$ cat src/rtl/crate_pkg.sv
`timescale 1ns/1ps
package crate_pkg;

   typedef enum logic [2:0] {
      PH_IDLE, PH_SETUP, PH_S1, PH_GAP, PH_S2, PH_TAIL
   } phase_t;

   typedef enum logic [1:0] {
      FN_READ, FN_WRITE, FN_NODATA
   } fn_class_t;

   typedef struct packed {
      logic       maintain;
      logic       lockout;
      logic [4:0] f;
      logic [3:0] a;
      logic [4:0] n;
   } cmd_t;

   // 0..7 read, 16..23 write, everything else carries no data
   function automatic fn_class_t classify(input logic [4:0] f);
      case (f[4:3])
         2'b00:   return FN_READ;
         2'b10:   return FN_WRITE;
         default: return FN_NODATA;
      endcase
   endfunction

endpackage

$ cat src/rtl/crate_seq.sv
`timescale 1ns/1ps
module crate_seq #(
   parameter int T_SETUP = 10,
   parameter int T_S1    = 30,
   parameter int T_GAP   = 10,
   parameter int T_S2    = 30,
   parameter int T_TAIL  = 20
) (
   input  logic clk,
   input  logic rst_n,
   input  logic start,
   output logic busy,
   output logic s1,
   output logic s2,
   output logic capture
);
   import crate_pkg::*;

   localparam int M1     = (T_SETUP > T_S1) ? T_SETUP : T_S1;
   localparam int M2     = (T_GAP > T_S2) ? T_GAP : T_S2;
   localparam int M3     = (M1 > M2) ? M1 : M2;
   localparam int MAXLEN = (M3 > T_TAIL) ? M3 : T_TAIL;
   localparam int CW     = $clog2(MAXLEN + 1);

   phase_t        ph_q, ph_d;
   logic [CW-1:0] cnt_q, cnt_d;

   function automatic logic [CW-1:0] last_of(input phase_t p);
      case (p)
         PH_SETUP: return CW'(T_SETUP - 1);
         PH_S1:    return CW'(T_S1 - 1);
         PH_GAP:   return CW'(T_GAP - 1);
         PH_S2:    return CW'(T_S2 - 1);
         PH_TAIL:  return CW'(T_TAIL - 1);
         default:  return '0;
      endcase
   endfunction

   function automatic phase_t succ(input phase_t p);
      case (p)
         PH_SETUP: return PH_S1;
         PH_S1:    return PH_GAP;
         PH_GAP:   return PH_S2;
         PH_S2:    return PH_TAIL;
         default:  return PH_IDLE;
      endcase
   endfunction

   always_comb begin
      ph_d  = ph_q;
      cnt_d = cnt_q;
      if (ph_q == PH_IDLE) begin
         if (start) begin
            ph_d  = PH_SETUP;
            cnt_d = '0;
         end
      end else if (cnt_q == last_of(ph_q)) begin
         ph_d  = succ(ph_q);
         cnt_d = '0;
      end else begin
         cnt_d = cnt_q + CW'(1);
      end
   end

   always_ff @(posedge clk) begin
      if (!rst_n) begin
         ph_q  <= PH_IDLE;
         cnt_q <= '0;
      end else begin
         ph_q  <= ph_d;
         cnt_q <= cnt_d;
      end
   end

   assign busy    = (ph_q != PH_IDLE);
   assign s1      = (ph_q == PH_S1);
   assign s2      = (ph_q == PH_S2);
   assign capture = (ph_q == PH_S1) && (cnt_q == '0);

endmodule

$ cat src/rtl/crate_decode.sv
`timescale 1ns/1ps
module crate_decode #(
   parameter logic [15:0] WIN_BASE  = 16'h3E00,
   parameter logic [7:0]  PORT_BASE = 8'h08,
   parameter int          NPORT     = 4
) (
   input  logic [6:0]       win_tag,
   input  logic [7:0]       io_addr,
   input  logic             mem_wr,
   input  logic             io_wr,
   input  logic             io_rd,
   input  logic             busy,
   output logic             cmd_load,
   output logic [NPORT-1:0] port_wr,
   output logic [NPORT-1:0] port_rd,
   output logic             wait_o
);
   logic cmd_hit, io_hit, any_access;

   assign cmd_hit    = mem_wr && (win_tag == WIN_BASE[15:9]);
   assign io_hit     = (io_addr[7:2] == PORT_BASE[7:2]);
   assign any_access = cmd_hit || (io_hit && (io_rd || io_wr));
   assign wait_o     = busy && any_access;
   assign cmd_load   = cmd_hit && !busy;

   for (genvar i = 0; i < NPORT; i++) begin : g_sel
      logic sel;
      assign sel        = io_hit && (io_addr[1:0] == 2'(i)) && !busy;
      assign port_wr[i] = sel && io_wr;
      assign port_rd[i] = sel && io_rd;
   end

endmodule

$ cat src/rtl/crate_regs.sv
`timescale 1ns/1ps
module crate_regs #(
   parameter int LANES = 3
) (
   input  logic                  clk,
   input  logic                  rst_n,
   input  logic                  cmd_load,
   input  crate_pkg::cmd_t       cmd_in,
   input  logic [LANES:0]        port_wr,
   input  logic [LANES:0]        port_rd,
   input  logic [7:0]            wdata,
   input  logic                  capture,
   input  logic [8*LANES-1:0]    dw_r,
   input  logic [3:0]            resp,
   output crate_pkg::cmd_t       cmd_q,
   output logic [8*LANES-1:0]    wr_q,
   output logic [7:0]            rdata
);
   import crate_pkg::*;

   logic [8*LANES-1:0] rd_q;
   logic [7:0]         stat_q;
   logic               is_read;

   assign is_read = (classify(cmd_q.f) == FN_READ);

   always_ff @(posedge clk) begin
      if (!rst_n)        cmd_q <= '0;
      else if (cmd_load) cmd_q <= cmd_in;
   end

   for (genvar i = 0; i < LANES; i++) begin : g_lane
      always_ff @(posedge clk) begin
         if (!rst_n)          wr_q[8*i +: 8] <= '0;
         else if (port_wr[i]) wr_q[8*i +: 8] <= wdata;
      end
      always_ff @(posedge clk) begin
         if (!rst_n)                  rd_q[8*i +: 8] <= '0;
         else if (capture && is_read) rd_q[8*i +: 8] <= dw_r[8*i +: 8];
      end
   end

   always_ff @(posedge clk) begin
      if (!rst_n)              stat_q <= '0;
      else if (capture)        stat_q <= {4'b0000, resp};
      else if (port_wr[LANES]) stat_q <= wdata;
   end

   always_comb begin
      rdata = {8{port_rd[LANES]}} & stat_q;
      for (int i = 0; i < LANES; i++) begin
         rdata = rdata | ({8{port_rd[i]}} & rd_q[8*i +: 8]);
      end
   end

endmodule

$ cat src/rtl/crate_cmd_if.sv
`timescale 1ns/1ps
module crate_cmd_if #(
   parameter logic [15:0] WIN_BASE  = 16'h3E00,
   parameter logic [7:0]  PORT_BASE = 8'h08,
   parameter int          DW        = 24,
   parameter int          T_SETUP   = 10,
   parameter int          T_S1      = 30,
   parameter int          T_GAP     = 10,
   parameter int          T_S2      = 30,
   parameter int          T_TAIL    = 20
) (
   input  logic          clk,
   input  logic          rst_n,
   input  logic [15:0]   cpu_addr,
   input  logic [7:0]    cpu_wdata,
   input  logic          cpu_mem_wr,
   input  logic          cpu_io_wr,
   input  logic          cpu_io_rd,
   output logic [7:0]    cpu_rdata,
   output logic          cpu_wait,
   output logic [4:0]    dw_n,
   output logic [3:0]    dw_a,
   output logic [4:0]    dw_f,
   output logic          dw_lockout,
   output logic          dw_maintain,
   output logic [DW-1:0] dw_w,
   input  logic [DW-1:0] dw_r,
   input  logic          dw_x,
   input  logic          dw_q,
   input  logic          dw_i,
   input  logic          dw_lam,
   output logic          dw_s1,
   output logic          dw_s2,
   output logic          dw_busy
);
   import crate_pkg::*;

   localparam int LANES = DW / 8;
   localparam int NPORT = LANES + 1;

   if (WIN_BASE[8:0] != 9'd0) begin : g_bad_win
      $error("WIN_BASE must be aligned to 512 bytes");
   end
   if (PORT_BASE[1:0] != 2'd0) begin : g_bad_port
      $error("PORT_BASE must be aligned to 4");
   end
   if ((DW % 8) != 0 || DW < 8 || DW > 24) begin : g_bad_dw
      $error("DW must be 8, 16 or 24");
   end
   if (T_SETUP < 1 || T_S1 < 1 || T_GAP < 1 || T_S2 < 1 || T_TAIL < 1) begin : g_bad_t
      $error("every phase length must be at least one cycle");
   end

   logic             busy, s1, s2, capture, cmd_load;
   logic [NPORT-1:0] port_wr, port_rd;
   cmd_t             cmd_in, cmd_q;
   logic [DW-1:0]    wr_q;

   assign cmd_in = '{maintain: cpu_wdata[6], lockout: cpu_wdata[5],
                     f: cpu_wdata[4:0], a: cpu_addr[3:0], n: cpu_addr[8:4]};

   crate_decode #(.WIN_BASE(WIN_BASE), .PORT_BASE(PORT_BASE), .NPORT(NPORT)) i_decode (
      .win_tag (cpu_addr[15:9]),
      .io_addr (cpu_addr[7:0]),
      .mem_wr  (cpu_mem_wr),
      .io_wr   (cpu_io_wr),
      .io_rd   (cpu_io_rd),
      .busy    (busy),
      .cmd_load(cmd_load),
      .port_wr (port_wr),
      .port_rd (port_rd),
      .wait_o  (cpu_wait)
   );

   crate_seq #(.T_SETUP(T_SETUP), .T_S1(T_S1), .T_GAP(T_GAP), .T_S2(T_S2), .T_TAIL(T_TAIL)) i_seq (
      .clk    (clk),
      .rst_n  (rst_n),
      .start  (cmd_load),
      .busy   (busy),
      .s1     (s1),
      .s2     (s2),
      .capture(capture)
   );

   crate_regs #(.LANES(LANES)) i_regs (
      .clk     (clk),
      .rst_n   (rst_n),
      .cmd_load(cmd_load),
      .cmd_in  (cmd_in),
      .port_wr (port_wr),
      .port_rd (port_rd),
      .wdata   (cpu_wdata),
      .capture (capture),
      .dw_r    (dw_r),
      .resp    ({dw_lam, dw_i, dw_x, dw_q}),
      .cmd_q   (cmd_q),
      .wr_q    (wr_q),
      .rdata   (cpu_rdata)
   );

   assign dw_busy     = busy;
   assign dw_s1       = s1;
   assign dw_s2       = s2;
   assign dw_n        = busy ? cmd_q.n : '0;
   assign dw_a        = busy ? cmd_q.a : '0;
   assign dw_f        = busy ? cmd_q.f : '0;
   assign dw_lockout  = busy && cmd_q.lockout;
   assign dw_maintain = busy && cmd_q.maintain;
   assign dw_w        = (busy && classify(cmd_q.f) == FN_WRITE) ? wr_q : '0;

endmodule

$ cat config.mk
export PLATFORM = sky130hd
export DESIGN_NAME = crate_cmd_if
export DESIGN_NICKNAME = d
export VERILOG_FILES = /design/src/rtl/crate_pkg.sv /design/src/rtl/crate_seq.sv /design/src/rtl/crate_decode.sv /design/src/rtl/crate_regs.sv /design/src/rtl/crate_cmd_if.sv
export SDC_FILE = /design/constraint.sdc
export NUM_CORES = 1
export LEC_CHECK = 0
export BUFFER_PORTS_ARGS = -buffer_cell sky130_fd_sc_hd__buf_2
export CAP_MARGIN = 20
export CORE_MARGIN = 3
export CORE_UTILIZATION = 56
export DETAILED_ROUTE_END_ITERATION = 7
export PLACE_DENSITY = 0.83
export RECOVER_POWER = 25
export SLEW_MARGIN = 15
export SYNTH_ARGS = -nofsm -noshare
export SYNTH_HDL_FRONTEND = slang
export SYNTH_SLANG_ARGS = --single-unit
$ cat constraint.sdc
create_clock -name clk -period 3.3 [get_ports clk]
set_input_delay 0.33 -clock clk [delete_from_list [all_inputs] [get_ports clk]]
set_output_delay 0.33 -clock clk [all_outputs]
set_load 0.005 [all_outputs]
## Yosys cells after proc, flatten, opt, wreduce, memory -nomap -nowiden

Index checks and enable logic that the tools add are counted.
Widths: inputs -> output; s select.

| word-level totals | value |
|---|---|
| word-level logic and storage cells | 94 |
| register bits | 80 |
| output and inout port bits | 52 |
| bits of input ports | 57 |

| cells by class | value |
|---|---|
| bitwise gates (word level) | 8 |
| reductions and logical operators | 40 |
| $add $sub $neg | 1 |
| equal/unequal tests | 14 |
| mux-type cells | 16 |

Operators with widths:

| operator | count |
|---|---|
| $and 8x8->8 | 4 |
| $mux 5 | 6 |
| $logic_and 1x1->1 | 25 |
| $mux 24 | 1 |
| $or 8x8->8 | 3 |
| $pmux 5 s3 | 1 |
| $mux 4 | 3 |
| $pmux 3 s4 | 1 |
| $mux 3 | 3 |
| $eq 7x5->1 const B | 1 |
| $eq 2x2->1 const B | 3 |
| $eq 3x2->1 const B | 2 |
| $eq 3x3->1 const B | 2 |
| $eq 6x2->1 const B | 1 |
| $logic_not 2->1 | 3 |
| $reduce_or 2->1 | 3 |
| $add 5x1->5 const B | 1 |
| $eq 5x5->1 | 1 |
| $logic_not 5->1 | 1 |
| $eq 2x1->1 const B | 2 |
| $pmux 2 s2 | 1 |
| $reduce_bool 2->1 | 2 |
| $eq 3x1->1 const B | 1 |
| $logic_not 3->1 | 1 |
| other kinds (6) | 7 |

## Longest topological paths before layout

Gate-level depths: netlist (run 1).

| depth | value |
|---|---|
| word-level depth | 8 |
| mapped depth | 8 |
| depth with buffers taken out | 6 |

## Modules after synthesis

From an unflattened synthesis (run 1), not the netlist that was laid out.

| second synthesis, totals | value |
|---|---|
| cells, all modules | 446 |
| area, all modules | 4199.0 um^2 |

Modules (own cells, without submodules):

| module | times used | area each (um^2) | seq. area each (um^2) | cells an instance |
|---|---|---|---|---|
| crate_regs | 1 | 3005.4 | 1441.4 | 294 |
| crate_seq | 1 | 638.1 | 160.2 | 82 |
| crate_cmd_if | 1 | 411.6 | 0.0 | 48 |
| crate_decode | 1 | 143.9 | 0.0 | 22 |

## Least setup slack after synthesis (run 1)

Ideal clock, no wire load.

| timing | value |
|---|---|
| path type | reg-to-output |
| start | reg i_seq.ph_q[1] |
| end | out dw_w[10] |
| path buffers | 2 |
| arrival time | 1517 ps |
| required time | 2970 ps |
| stages on the path, launching flop included | 8 |
| setup slack | 1453 ps |
| cell sequence | dfxtp_1 -> buf_6 -> nor3_4 -> inv_2 -> and2_1 -> nor2b_1 -> clkbuf_1 -> and2_1 |

| between the ends | value |
|---|---|
| word-level cells in the longest chain between the ends | 3 |

RTL lines:

| item | line | RTL |
|---|---|---|
| start, declared | crate_seq.sv:25 | `phase_t ph_q, ph_d;` |
| start signal, assigned | crate_seq.sv:70 | `ph_q <= ph_d;` |
| $reduce_bool 3->1 | crate_seq.sv:75 | `assign busy = (ph_q != PH_IDLE);` |
| $logic_and 1x1->1 | crate_cmd_if.sv:109 | `assign dw_w = (busy && classify(cmd_q.f) == FN_WRITE) ? wr_q : '0;` |
| $mux 24 | crate_cmd_if.sv:109 |  |
| end, declared | crate_cmd_if.sv:26 | `output logic [DW-1:0] dw_w,` |

No other way between the ends.

## Worst setup path after layout (run 1)

| timing | value |
|---|---|
| start | reg i_seq.ph_q[0] |
| end | reg i_seq.ph_q[1] |

| between the ends | value |
|---|---|
| word-level cells in the longest chain between the ends | 7 |
| elaborated cells between the ends (all ways) | 20 |
| classes of those cells | 7 x eq/ne; 5 x mux; 8 x reduce/logical |

RTL lines:

| item | line | RTL |
|---|---|---|
| $eq 3x2->1, or another cell as far along | crate_seq.sv:29, crate_seq.sv:40 |  |
| $reduce_or 2->1 (no line) | - |  |
| $pmux 5 s3 | crate_seq.sv:29 | `case (p)` |
| $mux 5 | crate_seq.sv:52 | `if (ph_q == PH_IDLE) begin` |
| $eq 5x5->1 | crate_seq.sv:57 | `end else if (cnt_q == last_of(ph_q)) begin` |
| $reduce_bool 2->1 (no line) | - |  |
| $reduce_and 2->1 (no line) | - |  |

Parallel ways exist; a longest one is shown, timed or not. The select of a mux whose other input is x is not followed.
A chain may end at the register's enable or synchronous reset.

==> impl_metrics.yaml, run 1 <==
clocking:
  clockRootBuffer: "clkbuf_8"
  cts.path.max_buffers: 2
  cts_hold_buf: 0
  cts_resized: 0
  h-tree-depth: 3
  cts_tree: "done"
  cts_setup_buffers: 0
  cts_buffers: 9
  numClockSinks: 80
  clk_pin_slew_ns: 0.08
  clk_latency_ns: 0.35
cells_and_area:
  area_growth_pct: 20.3
  final_common_cell: "buf_2"
  n_fill_cell: 514
  nNetsFinal: 598
  drive_gt1_share_pct: 24.9
  fin_cells: 620
  final-seq-area_um2: 1600
  multi_input_area_um2: 2100
  layout_common_cells: "buf_2 (108), nand2_1 (90), dfxtp_1 (80)"
  diodes: 0
yosys:
  synth_cell_types: 47
  ys.flop_type: "dfxtp_1"
  synth_area_um2: 3870
  synth_cells: 442
  ys.warnings.count: 0
  synth_edf_count: 0
  syn_nets: 501
  synthArstFlopShare_pct: 0
  avgSynthCellArea_um2: 8.76
  synth.ff_latch_count: 80
  ys_seq_area_share_pct: 41.4
global_route:
  antenna_found_initial: 0
  grt_pass1_wl_mm: 14.2
  grt_overflow_total: 0
  grt_pass1_vias: 3082
  grt_max_degree: 79
  track_usage_pct: 23.3
place:
  place_congestion: 0.838
  port_buffers: 108
  dp.final_hpwl_mm: 6.50
  place_inst: 604
worst_setup_path:
  max_stage_delay_ns: 0.52
  cp-end-kind: "register"
  cp_cell_sequence: "nor3_4 > inv_2 > clkbuf_1 > a32oi_1 > o221ai_1 > or4_1 > a21boi_1"
  crit_family: "simple AND/OR/NAND/NOR gates"
  crit_required_ns: 3.58
  path_max_fanout: 25
  path_buf_inv: 2
  slowest_stage: "or4_1"
  worstSetupPathType: "reg2reg"
  cp.arrival_ns: 3.08
  start_kind: "register"
pwr:
  p_per_area_nw_per_um2: 457
  vdd_drop_max_mv: 0.327
  fin_total_pwr_mw: 2.13
  p_leak_nw: 1.90
drt:
  vias: 3382
  drt-pass1-iter-count: 5
  via_per_inst: 5.45
  postRouteAntennaNets: 0
  drt_iter0_drc: 173
  drc: 0
  routed_wl_mm: 9.16
  wl_per_cell_um: 14.8
die:
  fp.dieH_um: 89.1
  start_util_pct: 59.3
  dieWidth_um: 89.1
  rows: 29
  io_pins: 109
  fp.coreArea_um2: 6530
  dieArea_um2: 7950
timing:
  fin_crit_sh_pct: 84.7
  setup_viol: 0
  finClkSkew_ns: 0.00381
  tns_ns: 0
  period_needed_ns: 2.80
  worst_pin_slew_ns: 0.988
  relSlewSlack_pct: 34.1
  rsz0062_at_grt: "false"
  fmax_mhz: 358
  hold_viol: 0
  report.final.slew_viol_count: 0
run_status:
  status: "completed"
min_path:
  min_path_type: "in2reg"
flow_run:
  cap_violations: 0
-- tightest hold or removal path, cell delays in order --
cell,delay [ns]
buf_2,0.09
nand2_1,0.04
a21boi_1,0.05
-- per-layer routing --
metal	vias to the layer above	track usage (%)	wire length [um]
met3	17	3.69	570
met1	1552	30.4	3950
met4	0	10.7	174
met2	122	37.8	4460
li1	1691	-	-
met5	-	0	0
-- report_power, final --
group	leakage (nW)	internal [mW]	total, mW	switching [mW]
combinational	1.14	0.0953	0.241	0.146
clock	0.123	0.520	0.866	0.346
sequential	0.644	0.995	1.02	0.0241
-- area by class of cell --
class	instances	area share (%)
clock buffers	10	2.96
clock inverters	5	2.23
inverters	6	0.484
multi-input cells	329	45.2
flip-flops and latches	80	34.4
well taps	77	2.07
repair buffers	113	12.7
-- cell usage after synthesis (2+ instances only) --
master | n | area, um2
nor3_1 | 2 | 10.0
a21oi_1 | 5 | 25.0
o211ai_1 | 4 | 30.0
nor2b_1 | 33 | 206
nand4b_1 | 2 | 17.5
nor3_4 | 3 | 48.8
clkbuf_1 | 17 | 63.8
nand2_1 | 90 | 338
a31oi_1 | 2 | 12.5
o21ai_0 | 10 | 50.1
a22oi_1 | 10 | 75.1
nor2_1 | 16 | 60.1
inv_1 | 5 | 18.8
mux4_2 | 3 | 67.6
a32oi_1 | 2 | 17.5
dfxtp_1 | 80 | 1600
ha_1 | 2 | 25.0
a21boi_1 | 6 | 45.0
nand4_1 | 5 | 31.3
buf_4 | 2 | 15.0
and2_1 | 41 | 257
a21boi_0 | 35 | 263
buf_2 | 7 | 35.0
mux2i_1 | 34 | 340
nand3_1 | 4 | 20.0
-- path summary, 6_finish.rpt --
check,startpoint,to,slack [ns],depth (start not counted)
worst min register to register,i_regs.rd_q[11]$_SDFFE_PN0P_,i_regs.rd_q[11]$_SDFFE_PN0P_,0.46,2
worst min-delay path,dw_r[12],i_regs.rd_q[12]$_SDFFE_PN0P_,0.21,3
worst max-delay path,i_seq.ph_q[0]$_SDFFE_PN0P_,i_seq.ph_q[1]$_SDFFE_PN0P_,0.50,7
worst max register to register,i_seq.ph_q[0]$_SDFFE_PN0P_,i_seq.ph_q[1]$_SDFFE_PN0P_,0.50,7
-- through the flow --
stage | worst slack [ns] | cell area [um2] | hold slack (ns) | util [%]
2_1_floorplan | 1.45 | 3870 | 0.432 | -
3_3_place_gp | 0.943 | 4410 | 0.440 | 67.6
3_5_place_dp | 0.757 | 4410 | 0.446 | 67.6
4_1_cts | 0.358 | 4650 | 0.200 | 71.3
5_1_grt | 0.326 | 4660 | 0.200 | 71.3
6_report | 0.504 | 4660 | 0.212 | 71.3
-- registers in the layout, indices dropped and copies added, names as in the netlist, named ones only --
register and cells:
i_regs.rd_q 24, i_regs.wr_q 24, i_regs.cmd_q 16, i_regs.stat_q 8, i_seq.cnt_q 5, i_seq.ph_q 2
-- cells by family after synthesis --
| family | share of synthesized area, % |
|---|---|
| xor+xnor | 0.226 |
| simple gates | 28.9 |
| buf+inv | 3.81 |
| compound gates | 14.5 |
| flops | 41.4 |
| mux | 10.5 |
| fa+ha+maj | 0.646 |
Power figures use the tool's default switching activity.
==> inputs of run 2 (changes only) <==
--- a/config.mk
+++ b/config.mk
@@ -8,9 +8,9 @@
 export BUFFER_PORTS_ARGS = -buffer_cell sky130_fd_sc_hd__buf_2
 export CAP_MARGIN = 20
 export CORE_MARGIN = 3
-export CORE_UTILIZATION = 56
+export CORE_UTILIZATION = 47
 export DETAILED_ROUTE_END_ITERATION = 7
-export PLACE_DENSITY = 0.83
+export PLACE_DENSITY = 0.74
 export RECOVER_POWER = 25
 export SLEW_MARGIN = 15
 export SYNTH_ARGS = -nofsm -noshare
==> constraint.sdc (replaced) <==
create_clock -name clk -period 2.47 [get_ports clk]
set_input_delay 0.247 -clock clk [delete_from_list [all_inputs] [get_ports clk]]
set_output_delay 0.247 -clock clk [all_outputs]
set_load 0.005 [all_outputs]
==> impl_metrics.yaml, run 2 (synthesis gave the netlist of run 1 again) <==
cells_and_area:
  drive_gt1_share_pct: 27.5
  n_fill_cell: 719
  diodes: 0
  nNetsFinal: 607
  area_growth_pct: 21.7
  finish.instance_area_um2: 4710
  reg_top3: "i_regs.rd_q: 24 flops, i_regs.wr_q: 24 flops, i_regs.cmd_q: 16 flops"
  final_common_cell: "buf_2"
  fin_util_pct: 60.0
  layout_common_cells: "buf_2 (107), nand2_1 (90), dfxtp_1 (79)"
clocking:
  clk_pin_slew_ns: 0.08
  cts_buffers: 9
  clk_latency_ns: 0.34
  h-tree-depth: 3
  cts_tree: "done"
  numClockSinks: 80
  clockRootBuffer: "clkbuf_8"
  cts.path.max_buffers: 2
die:
  fp.dieH_um: 96.8
  fp.coreArea_um2: 7850
  dieWidth_um: 96.8
  rows: 32
  io_pins: 109
  start_util_pct: 49.3
  dieArea_um2: 9360
timing:
  period_needed_ns: 2.38
  finClkSkew_ns: 0.00572
  fin_crit_sh_pct: 96.5
  fmax_mhz: 419
  worst_pin_slew_ns: 0.894
  layout_setup_ws_ns: 0.0858
  hold_viol: 0
  report.final.slew_viol_count: 0
  relSlewSlack_pct: 40.1
  tns_ns: 0
  setup_viol: 0
worst_setup_path:
  cp_common_cell: "and2_1"
  cp_cell_sequence: "nor3_4 > inv_2 > and2_1 > nor2b_1 > buf_4 > and2_1 > buf_2"
  path_max_fanout: 24
  crit_required_ns: 2.22
  cp-end-kind: "output pin"
  cp.arrival_ns: 2.14
  crit_family: "simple AND/OR/NAND/NOR gates"
  worstSetupPathType: "reg2out"
  path_buf_inv: 3
  max_stage_delay_ns: 0.45
  slowest_stage: "dfxtp_1"
  start_kind: "register"
place:
  place_congestion: 0.895
  dp.final_hpwl_mm: 6.90
  placed_cell_area_um2: 4480
  pre_cts_slack_ns: 0.245
  port_buffers: 108
global_route:
  grt_overflow_total: 0
  grt_max_degree: 46
  grt_pass1_wl_mm: 16.3
  antenna_found_initial: 0
  grt_pass1_vias: 3337
  track_usage_pct: 20.9
drt:
  vias: 3396
  drt_iter0_drc: 131
  via_per_inst: 5.19
  wl_per_cell_um: 14.8
  drt-pass1-iter-count: 4
  routed_wl_mm: 9.67
  drc: 0
  postRouteAntennaNets: 0
flow_run:
  cap_violations: 0
run_status:
  status: "completed"
pwr:
  vdd_drop_max_mv: 0.312
  p_leak_nw: 1.91
  p_per_area_nw_per_um2: 566
min_path:
  min_path_type: "in2reg"
## run 2: cell count changes in the layout (fill, tap and decap cells not counted), sizes merged
cell,change
buf,+10
bufinv,-2
clkbuf,-1
clkinv,+1
clkinvlp,+2
inv,-1
## run 2: report_power, final
group	internal, mW	switching (mW)
sequential	1.33	0.0346
clock	0.462	0.468
combinational	0.161	0.209
## run 2: area by class of cell
class,count,area (um2),share of cell area (%)
sequential,80,1600,34.0
inverter,6,22.5,0.478
clock inverter,5,58.8,1.25
tap,102,128,2.71
multi-input combinational,329,2130,45.1
clock buffer,10,128,2.71
timing repair buffer,122,644,13.7
## run 2: metal layers
layer  GRT usage, %  up-vias  part of all wire (%)
li1               -     1708                     -
met1           26.7     1581                    44
met2           35.1       99                    49
met3           5.77        8                   5.8
met4           4.97        0                  0.85
met5              0        -                     0
## run 2: path summary, 6_finish.rpt
| check | startpoint | end | slack [ns] | cells after the start |
|---|---|---|---|---|
| min | dw_r[12] | i_regs.rd_q[12]$_SDFFE_PN0P_ | 0.14 | 3 |
| max reg2reg | i_seq.ph_q[0]$_SDFFE_PN0P_ | i_regs.cmd_q[14]$_SDFFE_PN0P_ | 0.20 | 6 |
| min reg2reg | i_regs.rd_q[9]$_SDFFE_PN0P_ | i_regs.rd_q[9]$_SDFFE_PN0P_ | 0.46 | 2 |
| max | i_seq.ph_q[0]$_SDFFE_PN0P_ | dw_w[19] | 0.09 | 7 |
## run 2: what timing repair did
action                                  4_1_cts  5_1_grt
setup buffers                                 3        2
gates cloned                                  0        0
gates resized for setup                       2        3
pin swaps                                     1        2
hold buffers                                  0        0
endpoints found under the setup margin       29       29
## run 2: through the flow
stage	instances	hold slack, ns	power, mW
2_1_floorplan	442	0.382	1.60
3_3_place_gp	634	0.444	1.72
3_5_place_dp	634	0.449	1.73
4_1_cts	652	0.121	2.68
5_1_grt	654	0.126	2.79
6_report	654	0.137	2.66
## run 2: worst reg2reg max path, stage by stage (launching register included)
cell,delay (ns)
dfxtp_1,0.45
nor3_4,0.35
inv_2,0.16
nor3_2,0.77
buf_4,0.27
nand2_1,0.06
a21boi_0,0.14
